File: config.mk
export PLATFORM = sky130hd
export DESIGN_NAME = blk_io_router
export DESIGN_NICKNAME = d
export VERILOG_FILES = /design/src/rtl/blk_io_pkg.sv /design/src/rtl/blk_io_cfg_regs.sv /design/src/rtl/blk_io_in_mux.sv /design/src/rtl/blk_io_out_steer.sv /design/src/rtl/blk_io_router.sv
export SDC_FILE = /design/constraint.sdc
export NUM_CORES = 1
export LEC_CHECK = 0
export ABC_CLOCK_PERIOD_IN_PS = 4830
export BUFFER_PORTS_ARGS = -buffer_cell sky130_fd_sc_hd__buf_2
export CAP_MARGIN = 20
export CELL_PAD_IN_SITES_DETAIL_PLACEMENT = 1
export CELL_PAD_IN_SITES_GLOBAL_PLACEMENT = 1
export CORE_MARGIN = 4
export CORE_UTILIZATION = 32
export CTS_CLUSTER_SIZE = 30
export DETAILED_ROUTE_END_ITERATION = 8
export MAX_ROUTING_LAYER = met4
export PLACE_DENSITY_LB_ADDON = 0.25
export SLEW_MARGIN = 20
export SYNTH_ARGS = -nofsm -noshare
export SYNTH_HDL_FRONTEND = slang
export SYNTH_SLANG_ARGS = --single-unit
export TNS_END_PERCENT = 10
File: constraint.sdc
create_clock -name clk -period 4.83 [get_ports clk]
set_input_delay 0.2415 -clock clk [delete_from_list [all_inputs] [get_ports clk]]
set_output_delay 0.2415 -clock clk [all_outputs]
set_load 0.1 [all_outputs]
File: src/rtl/blk_io_pkg.sv
package blk_io_pkg;
  typedef enum logic [2:0] {
    FM_TIMER = 3'd0, FM_COUNT = 3'd1, FM_DBAND = 3'd2, FM_CRCPRS = 3'd3,
    FM_SPIM  = 3'd4, FM_SPIS  = 3'd5, FM_TX    = 3'd6, FM_RX     = 3'd7
  } fmode_e;

  // n-way pick of one candidate bit
  function automatic logic pick16(input logic [15:0] cand, input logic [3:0] idx);
    return cand[idx];
  endfunction

  function automatic logic pick4(input logic [3:0] cand, input logic [1:0] idx);
    return cand[idx];
  endfunction

  // slave-select source in SPI-slave mode
  function automatic logic ss_value(input logic aux_en, input logic [1:0] aux_sel,
                                    input logic [3:0] aux_cand);
    return aux_en ? aux_sel[0] : aux_cand[aux_sel];
  endfunction
endpackage

File: src/rtl/blk_io_cfg_regs.sv
module blk_io_cfg_regs #(
  parameter int REG_W = 8
) (
  input  logic             clk,
  input  logic             rst_n,
  input  logic             cfg_we,
  input  logic             cfg_sel,
  input  logic [REG_W-1:0] cfg_wdata,
  output logic [REG_W-1:0] cfg_rdata,
  output logic [3:0]       dsel,
  output logic [3:0]       csel,
  output logic             resync,
  output logic             aux_en,
  output logic [1:0]       aux_sel,
  output logic             oe,
  output logic [1:0]       osel
);
  localparam int RSV_BIT = 2;
  logic [REG_W-1:0] in_q;
  logic [REG_W-1:0] out_q;

  always_ff @(posedge clk or negedge rst_n) begin
    if (!rst_n) begin
      in_q  <= '0;
      out_q <= '0;
    end else if (cfg_we) begin
      if (cfg_sel) begin
        out_q          <= cfg_wdata;
        out_q[RSV_BIT] <= 1'b0;
      end else begin
        in_q <= cfg_wdata;
      end
    end
  end

  assign cfg_rdata = cfg_sel ? out_q : in_q;
  assign dsel      = in_q[7:4];
  assign csel      = in_q[3:0];
  assign resync    = out_q[7];
  assign aux_en    = out_q[6];
  assign aux_sel   = out_q[5:4];
  assign oe        = out_q[3];
  assign osel      = out_q[1:0];

  AST_RSV_READS_ZERO: assert property (@(posedge clk) disable iff (!rst_n)
    cfg_sel |-> cfg_rdata[RSV_BIT] == 1'b0);
  AST_WRITE_LANDS: assert property (@(posedge clk) disable iff (!rst_n)
    (cfg_we && !cfg_sel) |=> in_q == $past(cfg_wdata));
endmodule

File: src/rtl/blk_io_in_mux.sv
module blk_io_in_mux
  import blk_io_pkg::*;
#(
  parameter int SEL_W = 4,
  parameter int AUX_W = 2
) (
  input  logic                 clk,
  input  logic                 rst_n,
  input  fmode_e               mode,
  input  logic                 prs_sel,
  input  logic [SEL_W-1:0]     dsel,
  input  logic [SEL_W-1:0]     csel,
  input  logic [(1<<SEL_W)-1:0] data_cand,
  input  logic [(1<<SEL_W)-1:0] clk_cand,
  input  logic [(1<<AUX_W)-1:0] aux_cand,
  input  logic                 prev_primary,
  input  logic                 aux_en,
  input  logic [AUX_W-1:0]     aux_sel,
  output logic                 core_data,
  output logic                 core_clk,
  output logic                 core_aux_in
);
  logic data_sel;
  logic force_low;

  assign data_sel  = pick16(data_cand, dsel);
  assign force_low = (mode == FM_TX) || (mode == FM_CRCPRS && prs_sel);
  assign core_data = force_low ? 1'b0 : data_sel;
  assign core_clk  = pick16(clk_cand, csel);

  always_comb begin
    unique case (mode)
      FM_DBAND: core_aux_in = prev_primary;
      FM_SPIS:  core_aux_in = ss_value(aux_en, aux_sel, aux_cand);
      default:  core_aux_in = 1'b0;
    endcase
  end

  AST_DBAND_REF: assert property (@(posedge clk) disable iff (!rst_n)
    mode == FM_DBAND |-> core_aux_in == prev_primary);
  AST_SS_SOFT: assert property (@(posedge clk) disable iff (!rst_n)
    (mode == FM_SPIS && aux_en) |-> core_aux_in == aux_sel[0]);
  AST_PRS_LOW: assert property (@(posedge clk) disable iff (!rst_n)
    (mode == FM_CRCPRS && prs_sel) |-> !core_data);
endmodule

File: src/rtl/blk_io_out_steer.sv
module blk_io_out_steer
  import blk_io_pkg::*;
#(
  parameter int ROW_SEL_W = 2
) (
  input  logic                     clk,
  input  logic                     rst_n,
  input  fmode_e                   mode,
  input  logic                     resync,
  input  logic                     oe,
  input  logic [ROW_SEL_W-1:0]     osel,
  input  logic                     aux_en,
  input  logic [ROW_SEL_W-1:0]     aux_sel,
  input  logic                     core_primary,
  input  logic                     core_aux,
  output logic [(1<<ROW_SEL_W)-1:0] row_out,
  output logic [(1<<ROW_SEL_W)-1:0] row_oe,
  output logic [(1<<ROW_SEL_W)-1:0] aux_row_out,
  output logic [(1<<ROW_SEL_W)-1:0] aux_row_oe
);
  localparam int ROWS = 1 << ROW_SEL_W;

  logic [1:0] sync1, sync2;
  logic       prim_v, aux_v;
  logic       aux_drive;

  always_ff @(posedge clk or negedge rst_n) begin
    if (!rst_n) begin
      sync1 <= '0;
      sync2 <= '0;
    end else begin
      sync1 <= {core_primary, core_aux};
      sync2 <= sync1;
    end
  end

  assign prim_v    = resync ? sync2[1] : core_primary;
  assign aux_v     = resync ? sync2[0] : core_aux;
  assign aux_drive = aux_en && (mode != FM_SPIS);

  for (genvar g = 0; g < ROWS; g++) begin : g_line
    assign row_oe[g]      = oe && (osel == ROW_SEL_W'(g));
    assign row_out[g]     = row_oe[g] && prim_v;
    assign aux_row_oe[g]  = aux_drive && (aux_sel == ROW_SEL_W'(g));
    assign aux_row_out[g] = aux_row_oe[g] && aux_v;
  end

  AST_ROW_ONEHOT: assert property (@(posedge clk) disable iff (!rst_n)
    $onehot0(row_oe) && (oe || row_oe == '0));
  AST_SPIS_NO_AUX: assert property (@(posedge clk) disable iff (!rst_n)
    mode == FM_SPIS |-> aux_row_oe == '0);
  AST_AUX_ONEHOT: assert property (@(posedge clk) disable iff (!rst_n)
    $countones(aux_row_oe) <= 1);
endmodule

File: src/rtl/blk_io_router.sv
module blk_io_router
  import blk_io_pkg::*;
#(
  parameter int SEL_W     = 4,
  parameter int ROW_SEL_W = 2,
  parameter int REG_W     = 8
) (
  input  logic                      clk,
  input  logic                      rst_n,
  input  logic                      cfg_we,
  input  logic                      cfg_sel,
  input  logic [REG_W-1:0]          cfg_wdata,
  output logic [REG_W-1:0]          cfg_rdata,
  input  logic [2:0]                func_mode,
  input  logic                      prs_sel,
  input  logic [(1<<SEL_W)-1:0]     data_cand,
  input  logic [(1<<SEL_W)-1:0]     clk_cand,
  input  logic [(1<<ROW_SEL_W)-1:0] aux_cand,
  input  logic                      prev_primary,
  input  logic                      core_primary,
  input  logic                      core_aux,
  output logic                      core_data,
  output logic                      core_clk,
  output logic                      core_aux_in,
  output logic [(1<<ROW_SEL_W)-1:0] row_out,
  output logic [(1<<ROW_SEL_W)-1:0] row_oe,
  output logic [(1<<ROW_SEL_W)-1:0] aux_row_out,
  output logic [(1<<ROW_SEL_W)-1:0] aux_row_oe
);
  fmode_e     mode;
  logic [3:0] dsel, csel;
  logic       resync, aux_en, oe;
  logic [1:0] aux_sel, osel;

  assign mode = fmode_e'(func_mode);

  blk_io_cfg_regs #(.REG_W(REG_W)) u_regs (
    .clk(clk), .rst_n(rst_n), .cfg_we(cfg_we), .cfg_sel(cfg_sel),
    .cfg_wdata(cfg_wdata), .cfg_rdata(cfg_rdata), .dsel(dsel), .csel(csel),
    .resync(resync), .aux_en(aux_en), .aux_sel(aux_sel), .oe(oe), .osel(osel)
  );

  blk_io_in_mux #(.SEL_W(SEL_W), .AUX_W(ROW_SEL_W)) u_in (
    .clk(clk), .rst_n(rst_n), .mode(mode), .prs_sel(prs_sel),
    .dsel(dsel), .csel(csel), .data_cand(data_cand), .clk_cand(clk_cand),
    .aux_cand(aux_cand), .prev_primary(prev_primary), .aux_en(aux_en),
    .aux_sel(aux_sel), .core_data(core_data), .core_clk(core_clk),
    .core_aux_in(core_aux_in)
  );

  blk_io_out_steer #(.ROW_SEL_W(ROW_SEL_W)) u_out (
    .clk(clk), .rst_n(rst_n), .mode(mode), .resync(resync), .oe(oe),
    .osel(osel), .aux_en(aux_en), .aux_sel(aux_sel),
    .core_primary(core_primary), .core_aux(core_aux),
    .row_out(row_out), .row_oe(row_oe),
    .aux_row_out(aux_row_out), .aux_row_oe(aux_row_oe)
  );

  AST_RESET_QUIET: assert property (@(posedge clk)
    !rst_n |-> (row_oe == '0 && aux_row_oe == '0));
endmodule

==> results of run 1 <==
==> flip-flops by register name, summed over array words and instances (netlist names) <==
register,flops
u_out.sync2,2
u_regs.in_q,8
u_out.sync1,2
u_regs.out_q,7
==> logic make-up (layout without fill, tap and decap cells) <==
family,count (synthesis),after routing,synth area share [%]
and+or+nand+nor,32,32,12.46
DFF,19,19,38.82
buffers and inverters,8,88,3.065
muxes,36,36,43.31
AOI/OAI and AO/OA,4,4,2.350
==> power by group through the flow <==
| stage | combinational [mW] | sequential [mW] | clock [mW] |
|---|---|---|---|
| floorplan | 0.317 | 0.196 | 0 |
| global placement | 0.362 | 0.210 | 0 |
| detailed placement | 0.370 | 0.213 | 0 |
| CTS | 0.371 | 0.211 | 0.114 |
| global route | 0.383 | 0.215 | 0.124 |
| finish | 0.367 | 0.210 | 0.110 |
==> stage by stage <==
stage	worst slack, ps	util, %
2_1_floorplan	1485	-
3_3_place_gp	2720	45.01
3_5_place_dp	2638	45.01
4_1_cts	2356	46.51
5_1_grt	2292	46.51
6_report	2378	46.51
==> cells in the mapped netlist <==
master,n,area [um^2]
mux4_1,4,105.1
nor2_1,14,52.55
nand2_1,5,18.77
nand2b_1,4,25.02
nor3_1,4,20.02
dfrtp_1,19,475.5
clkbuf_1,5,18.77
inv_1,2,7.510
mux2_2,14,157.7
mux2_1,10,112.6
a21boi_1,1,7.510
a21oi_1,1,5.000
or4bb_1,1,11.26
buf_6,1,11.26
nand3_1,1,5.000
o22a_1,1,8.760
mux2i_1,2,20.02
mux4_2,6,135.1
nor2b_1,2,12.51
o31ai_1,1,7.510
nand3b_1,1,7.510
==> critical path: cells and delay by family, from the launching register on <==
kind | cells | cell delay, ps
AO/OA/AOI/OAI | 1 | 130
buffers and inverters | 1 | 290
multiplexers | 2 | 1060
flip-flops | 1 | 470
==> worst max path at each step <==
stage / slack, ps / from / to / cells after the start
final: 2380 / u_regs.in_q[4] / core_data / 4
after global routing: 2290 / u_regs.in_q[4] / core_data / 4
after CTS: 2360 / u_regs.in_q[4] / core_data / 4
after detailed placement: 2640 / u_regs.in_q[4] / core_data / 4
after global placement: 2720 / u_regs.in_q[4] / core_data / 4
after floorplan: 1490 / u_regs.out_q[4] / core_aux_in / 5
==> per-layer routing <==
| layer | share of wire (%) | vias up |
|---|---|---|
| met5 | 0 | - |
| met4 | 1.2 | 0 |
| met3 | 5.4 | 5 |
| met2 | 56 | 36 |
| met1 | 37 | 527 |
| li1 | - | 526 |
==> final cells by class <==
| type | instances | area, um^2 | area share, % |
|---|---|---|---|
| flip-flops and latches | 19 | 475.5 | 27.72 |
| well taps | 48 | 60.06 | 3.501 |
| clock buffers | 4 | 45.04 | 2.626 |
| repair buffers | 82 | 415.4 | 24.22 |
| inverters | 2 | 7.507 | 0.4376 |
| multi-input cells | 72 | 711.9 | 41.50 |
==> metrics.csv, run 1 <==
stage;metric;value;unit
global_routing;use_met3;2.734;%
power_and_ir_drop;vdd_drop_max;0.2313;mV
worst_hold_path;hold_path_class;input port to flop;
logic_synthesis;synth_area_per_cell;12.37;um^2
logic_synthesis;yosysWarnings;0;
placement;place_congestion;0.7494;
route;routed_wl;3643;um
logic_synthesis;synth_cells;99;
cells_and_area;fin_area;1715;um^2
floorplan;dieArea;4882;um^2
timing;clock.fmax;407.8;MHz
timing;period_share;50.77;%
setup_path;cp-end-kind;primary output;
power_and_ir_drop;p_leak;0.8616;nW
setup_path;cp_data_arrival_time;2210;ps
timing;final_max_slew_viol_count;0;
global_routing;grt_pass1_wl;5754;um
power_and_ir_drop;switching_share;51.13;%
setup_path;path_cells;mux4_1 > mux4_2 > a21boi_1 > buf_2;
setup_path;r2r_start;u_regs.out_q[4];
setup_path;timing.rr.end;u_regs.out_q[4];
timing;hold_viol;0;
setup_path;crit_fanout;6;
power_and_ir_drop;p_switching;0.3513;mW
power_and_ir_drop;clkPwrFrac;16.0;%
setup_path;worst_ep_required_time;4590;ps
logic_synthesis;yosysSeqAreaShare;38.82;%
timing;slew_headroom;50.68;%
cts;cts_setup_buffers;0;
route;vias_per_cell;4.819;
setup_path;crit_type;flop to primary output;
setup_path;cpMaxStageDelayCell;mux4_1;
floorplan;io_pins;82;
route;firstDrtPassIters;4;
global_routing;use_met2;27.28;%
cts;cts_resized;0;
setup_path;critPathMaxStageDelay;590;ps
cells_and_area;stdcell_count;227;
setup_path;start_kind;flop;
route;drc_errors;0;
cts;cts_tree;built;
logic_synthesis;synth_cell_type_count;21;
power_and_ir_drop;combPwrFrac;53.5;%
cells_and_area;fillers;448;
logic_synthesis;synth_area;1225;um^2
worst_hold_path;min_path_cells;1;
timing;fin_setup_tns;0;ps
cells_and_area;syn_to_final_growth;40.04;%
cts;cts-root-buf;clkbuf_8;
timing;fin_hold_ws;110.7;ps
placement;postPlaceCellArea;1660;um^2
cts;clockBufferDepth;2;
cts;ctsHoldBuffers;1;
power_and_ir_drop;pwr_density_cell;400.6;nW/um^2
floorplan;die_h;69.87;um
cells_and_area;layout_common_cells;buf_2 (81), dfrtp_1 (19), nor2_1 (14), mux2_2 (14), mux2_1 (10);
route;drt_iter0_markers;15;
timing;clock_skew;0.05426;ps
flow_run;cap_violations;0;
worst_hold_path;whs_endpoint;u_out.sync1[1];
power_and_ir_drop;pwr-share-seq;30.5;%
route;wl_per_cell;16.05;um
setup_path;r2r_slack;3920;ps
placement;place_hpwl;3032;um
power_and_ir_drop;p_int;0.3358;mW
placement;placed_cells;222;
cells_and_area;final_common_cell;buf_2;
logic_synthesis;syn_nets;154;
cells_and_area;final_nets;235;
setup_path;reg2regPathDepth;1;
timing;worst_slew_pin_slew;738.3;ps
global_routing;met1_usage;17.04;%
cts;cts_buffers;3;
global_routing;grt.busiest_layer;met2;
floorplan;core_area;3689;um^2
timing;setup_viol;0;
cts;clk_latency;250;ps
floorplan;die_x;69.87;um
cts;htree_levels;1;
global_routing;overflow;0;
cells_and_area;diodes;0;
timing;min_period;2452;ps
worst_hold_path;hp-start;core_primary;
run_status;run_status;finished, final reports clean;
route;vias;1094;
power_and_ir_drop;power.total;0.6871;mW
floorplan;core.rowCount;22;
global_routing;grt_max_degree;20;
timing;rsz0062_at_grt;false;
placement;io_buffers;81;
route;ant_nets;0;
global_routing;antenna_found_initial;0;
floorplan;initial_core_util;33.21;%
global_routing;grt_pass1_vias;1204;
logic_synthesis;synth-seq-cells;19;
global_routing;grt_usage;15.15;%
cts;cts_sinks;19;
cts;clkTransAtPathRegs;70;ps
cells_and_area;drive_above_1_share;58.10;%
Power figures use the tool's default switching activity.
==> run 2, diff against run 1 <==
ABC_CLOCK_PERIOD_IN_PS = 2200   (was 4830)
CORE_UTILIZATION = 27   (was 32)
clock period = 2.2 ns   (was 4.83 ns; I/O delays follow)
==> run 2 against run 1 <==
Effect of this change: flip-flop and latch count unchanged; final cell count up 3.1%; global-route usage down 2.1 points; design area up 3.4%; power up 130%; sequential power up 120%; routed wire length up 2.5%; via count up 4.6%; combinational power up 130%; critical path type unchanged; highest routed layer is now met3.
==> metrics.csv, run 2 (synthesis gave the netlist of run 1 again) <==
stage;metric;value;unit;change
flow_run;cap_violations;0;;unchanged
placement;placed_cells;227;;+2.3%
power_and_ir_drop;vdd_drop_max;0.4183;mV;+81%
route;firstDrtPassIters;3;;-1
cts;clkTransAtPathRegs;70;ps;about the same
timing;worst_slew_pin_slew;497.2;ps;-241.1 ps
route;routed_wl;3735;um;+2.5%
timing;period_share;96.44;%;
route;ant_nets;0;;unchanged
global_routing;antenna_found_initial;0;;unchanged
cells_and_area;largest_reg_flops;8;;unchanged
global_routing;grt_max_degree;20;;unchanged
setup_path;start_kind;flop;;
setup_path;cp_data_arrival_time;2010;ps;-200 ps
floorplan;die_x;75.36;um;+7.9%
cells_and_area;largestRegisters;u_regs.in_q: 8 flops, u_regs.out_q: 7 flops;;
cells_and_area;diodes;0;;unchanged
setup_path;cp-end-kind;primary output;;
floorplan;core_area;4384;um^2;+19%
power_and_ir_drop;p_leak;0.8729;nW;+1.3%
cells_and_area;largest_register;u_regs.in_q;;
setup_path;critPathMaxStageDelay;520;ps;-70 ps
route;vias;1144;;+4.6%
setup_path;path_common_cell;mux4_2;;
cells_and_area;syn_to_final_growth;44.74;%;
worst_hold_path;hp-start;cfg_wdata[2];;
route;wl_per_cell;15.96;um;-0.54%
cts;htree_levels;1;;unchanged
placement;io_buffers;81;;unchanged
timing;setup_viol;0;;unchanged
setup_path;crit_type;flop to primary output;;
setup_path;path_cells;mux4_2 > mux4_2 > a21boi_4 > buf_12;;
timing;final_max_slew_viol_count;0;;unchanged
timing;clock_skew;0.4197;ps;+0.3654 ps
route;drt_iter0_markers;19;;+4
setup_path;cpMaxStageDelayCell;mux4_2;;
floorplan;initial_core_util;27.94;%;-5.3 points
cells_and_area;drive_above_1_share;63.19;%;+5.1 points
timing;rsz0062_at_grt;false;;
setup_path;path_buf_inv;1;;unchanged
cells_and_area;final_common_cell;buf_2;;
power_and_ir_drop;pwr_density_cell;875.0;nW/um^2;+120%
floorplan;io_pins;82;;unchanged
global_routing;grt_usage;13.08;%;-2.1 points
timing;finalWorstSetupSlack;78.41;ps;-2300 ps
route;vias_per_cell;4.889;;+1.4%
worst_hold_path;hold_path_class;input port to flop;;
placement;place_hpwl;3180;um;+4.9%
floorplan;dieArea;5678;um^2;+16%
cells_and_area;final_nets;238;;+1.3%
floorplan;core.rowCount;24;;+9.1%
setup_path;worst_ep_required_time;2090;ps;-2500 ps
run_status;run_status;finished, final reports clean;;
cts;cts_buffers;3;;unchanged
timing;hold_viol;0;;unchanged
cts;cts_tree;built;;
floorplan;die_h;75.36;um;+7.9%
cells_and_area;fillers;509;;+14%
timing;slew_headroom;67.08;%;+16 points
cells_and_area;post-route-util;40.44;%;-6.1 points
cts;clockBufferDepth;2;;unchanged
setup_path;crit_fanout;6;;unchanged
global_routing;grt_pass1_vias;1244;;+3.3%
power_and_ir_drop;power.total;1.551;mW;+130%
placement;dp_slack;174.0;ps;-2464 ps
route;drc_errors;0;;unchanged
setup_path;crit_family;multiplexers;;
placement;postPlaceCellArea;1683;um^2;+1.4%
setup_path;cp-startpoint;u_regs.in_q[4];;
cts;cts-root-buf;clkbuf_8;;
global_routing;overflow;0;;unchanged
cells_and_area;layout_common_cells;buf_2 (80), dfrtp_1 (17), nor2_1 (14), mux2_2 (14);;
cts;cts_sinks;19;;unchanged
placement;place_congestion;0.6974;;-6.9%
cts;clk_latency;250;ps;about the same
timing;min_period;2122;ps;
timing;clock.fmax;471.3;MHz;
setup_path;r2r_start;u_regs.out_q[4];;
cells_and_area;fin_area;1773;um^2;+3.4%
global_routing;grt_pass1_wl;5520;um;-4.1%
cells_and_area;stdcell_count;234;;+3.1%
==> run 2: cell types whose count changed in the layout (fill, tap and decap cells not counted), sizes merged <==
cell,previous run,this run
buf,81,82
dlygate4sd3,1,3
clkbuf,4,3
clkinv,0,1
==> run 2: per-layer routing <==
| metal | GRT usage (%) | up-vias | wire (um) |
|---|---|---|---|
| met5 | - | - | 0 |
| met4 | 1.165 | 0 | 0 |
| met3 | 2.639 | 0 | 291 |
| met2 | 24.83 | 52 | 2026 |
| met1 | 14.56 | 563 | 1417 |
| li1 | - | 529 | - |
==> run 2: stage by stage <==
step,setup TNS (ps),hold WS [ps]
6_report,0,79.19
3_5_place_dp,0,84.36
3_3_place_gp,0,66.38
4_1_cts,0,71.36
2_1_floorplan,-2124,-185.6
5_1_grt,0,76.97
==> run 2: area by class of cell <==
cell class	count	area [um^2]	share of cell area, %
flip-flops and latches	19	478.0	26.96
clock buffers	3	41.29	2.329
multi-input cells	72	718.2	40.51
inverters	2	7.507	0.4234
well taps	52	65.06	3.670
repair buffers	85	457.9	25.83
clock inverters	1	5.005	0.2823
==> run 2: path summary, 6_finish.rpt <==
| check | to | slack, ps | cells after the start |
|---|---|---|---|
| setup reg to reg | u_regs.out_q[4] | 1280 | 1 |
| min in group asynchronous | u_regs.in_q[3] | 330 | 2 |
| hold reg to reg | u_out.sync2[1] | 360 | 0 |
| hold / removal | u_regs.in_q[2] | 80 | 2 |
| setup / recovery | core_data | 80 | 4 |
| max in group asynchronous | u_regs.in_q[4] | 1550 | 2 |
==> run 2: what timing repair did <==
item | 4_1_cts | 5_1_grt
setup buffers | 0 | 0
gates resized for setup | 4 | 8
hold endpoints to repair | 21 | 0
hold buffers | 3 | 0
endpoints found under the setup margin | 2 | 1
==> run 2: where the power goes <==
group | internal, mW | total, mW | switching (mW)
logic | 0.247 | 0.848 | 0.601
clock network | 0.126 | 0.239 | 0.113
registers | 0.395 | 0.464 | 0.0696
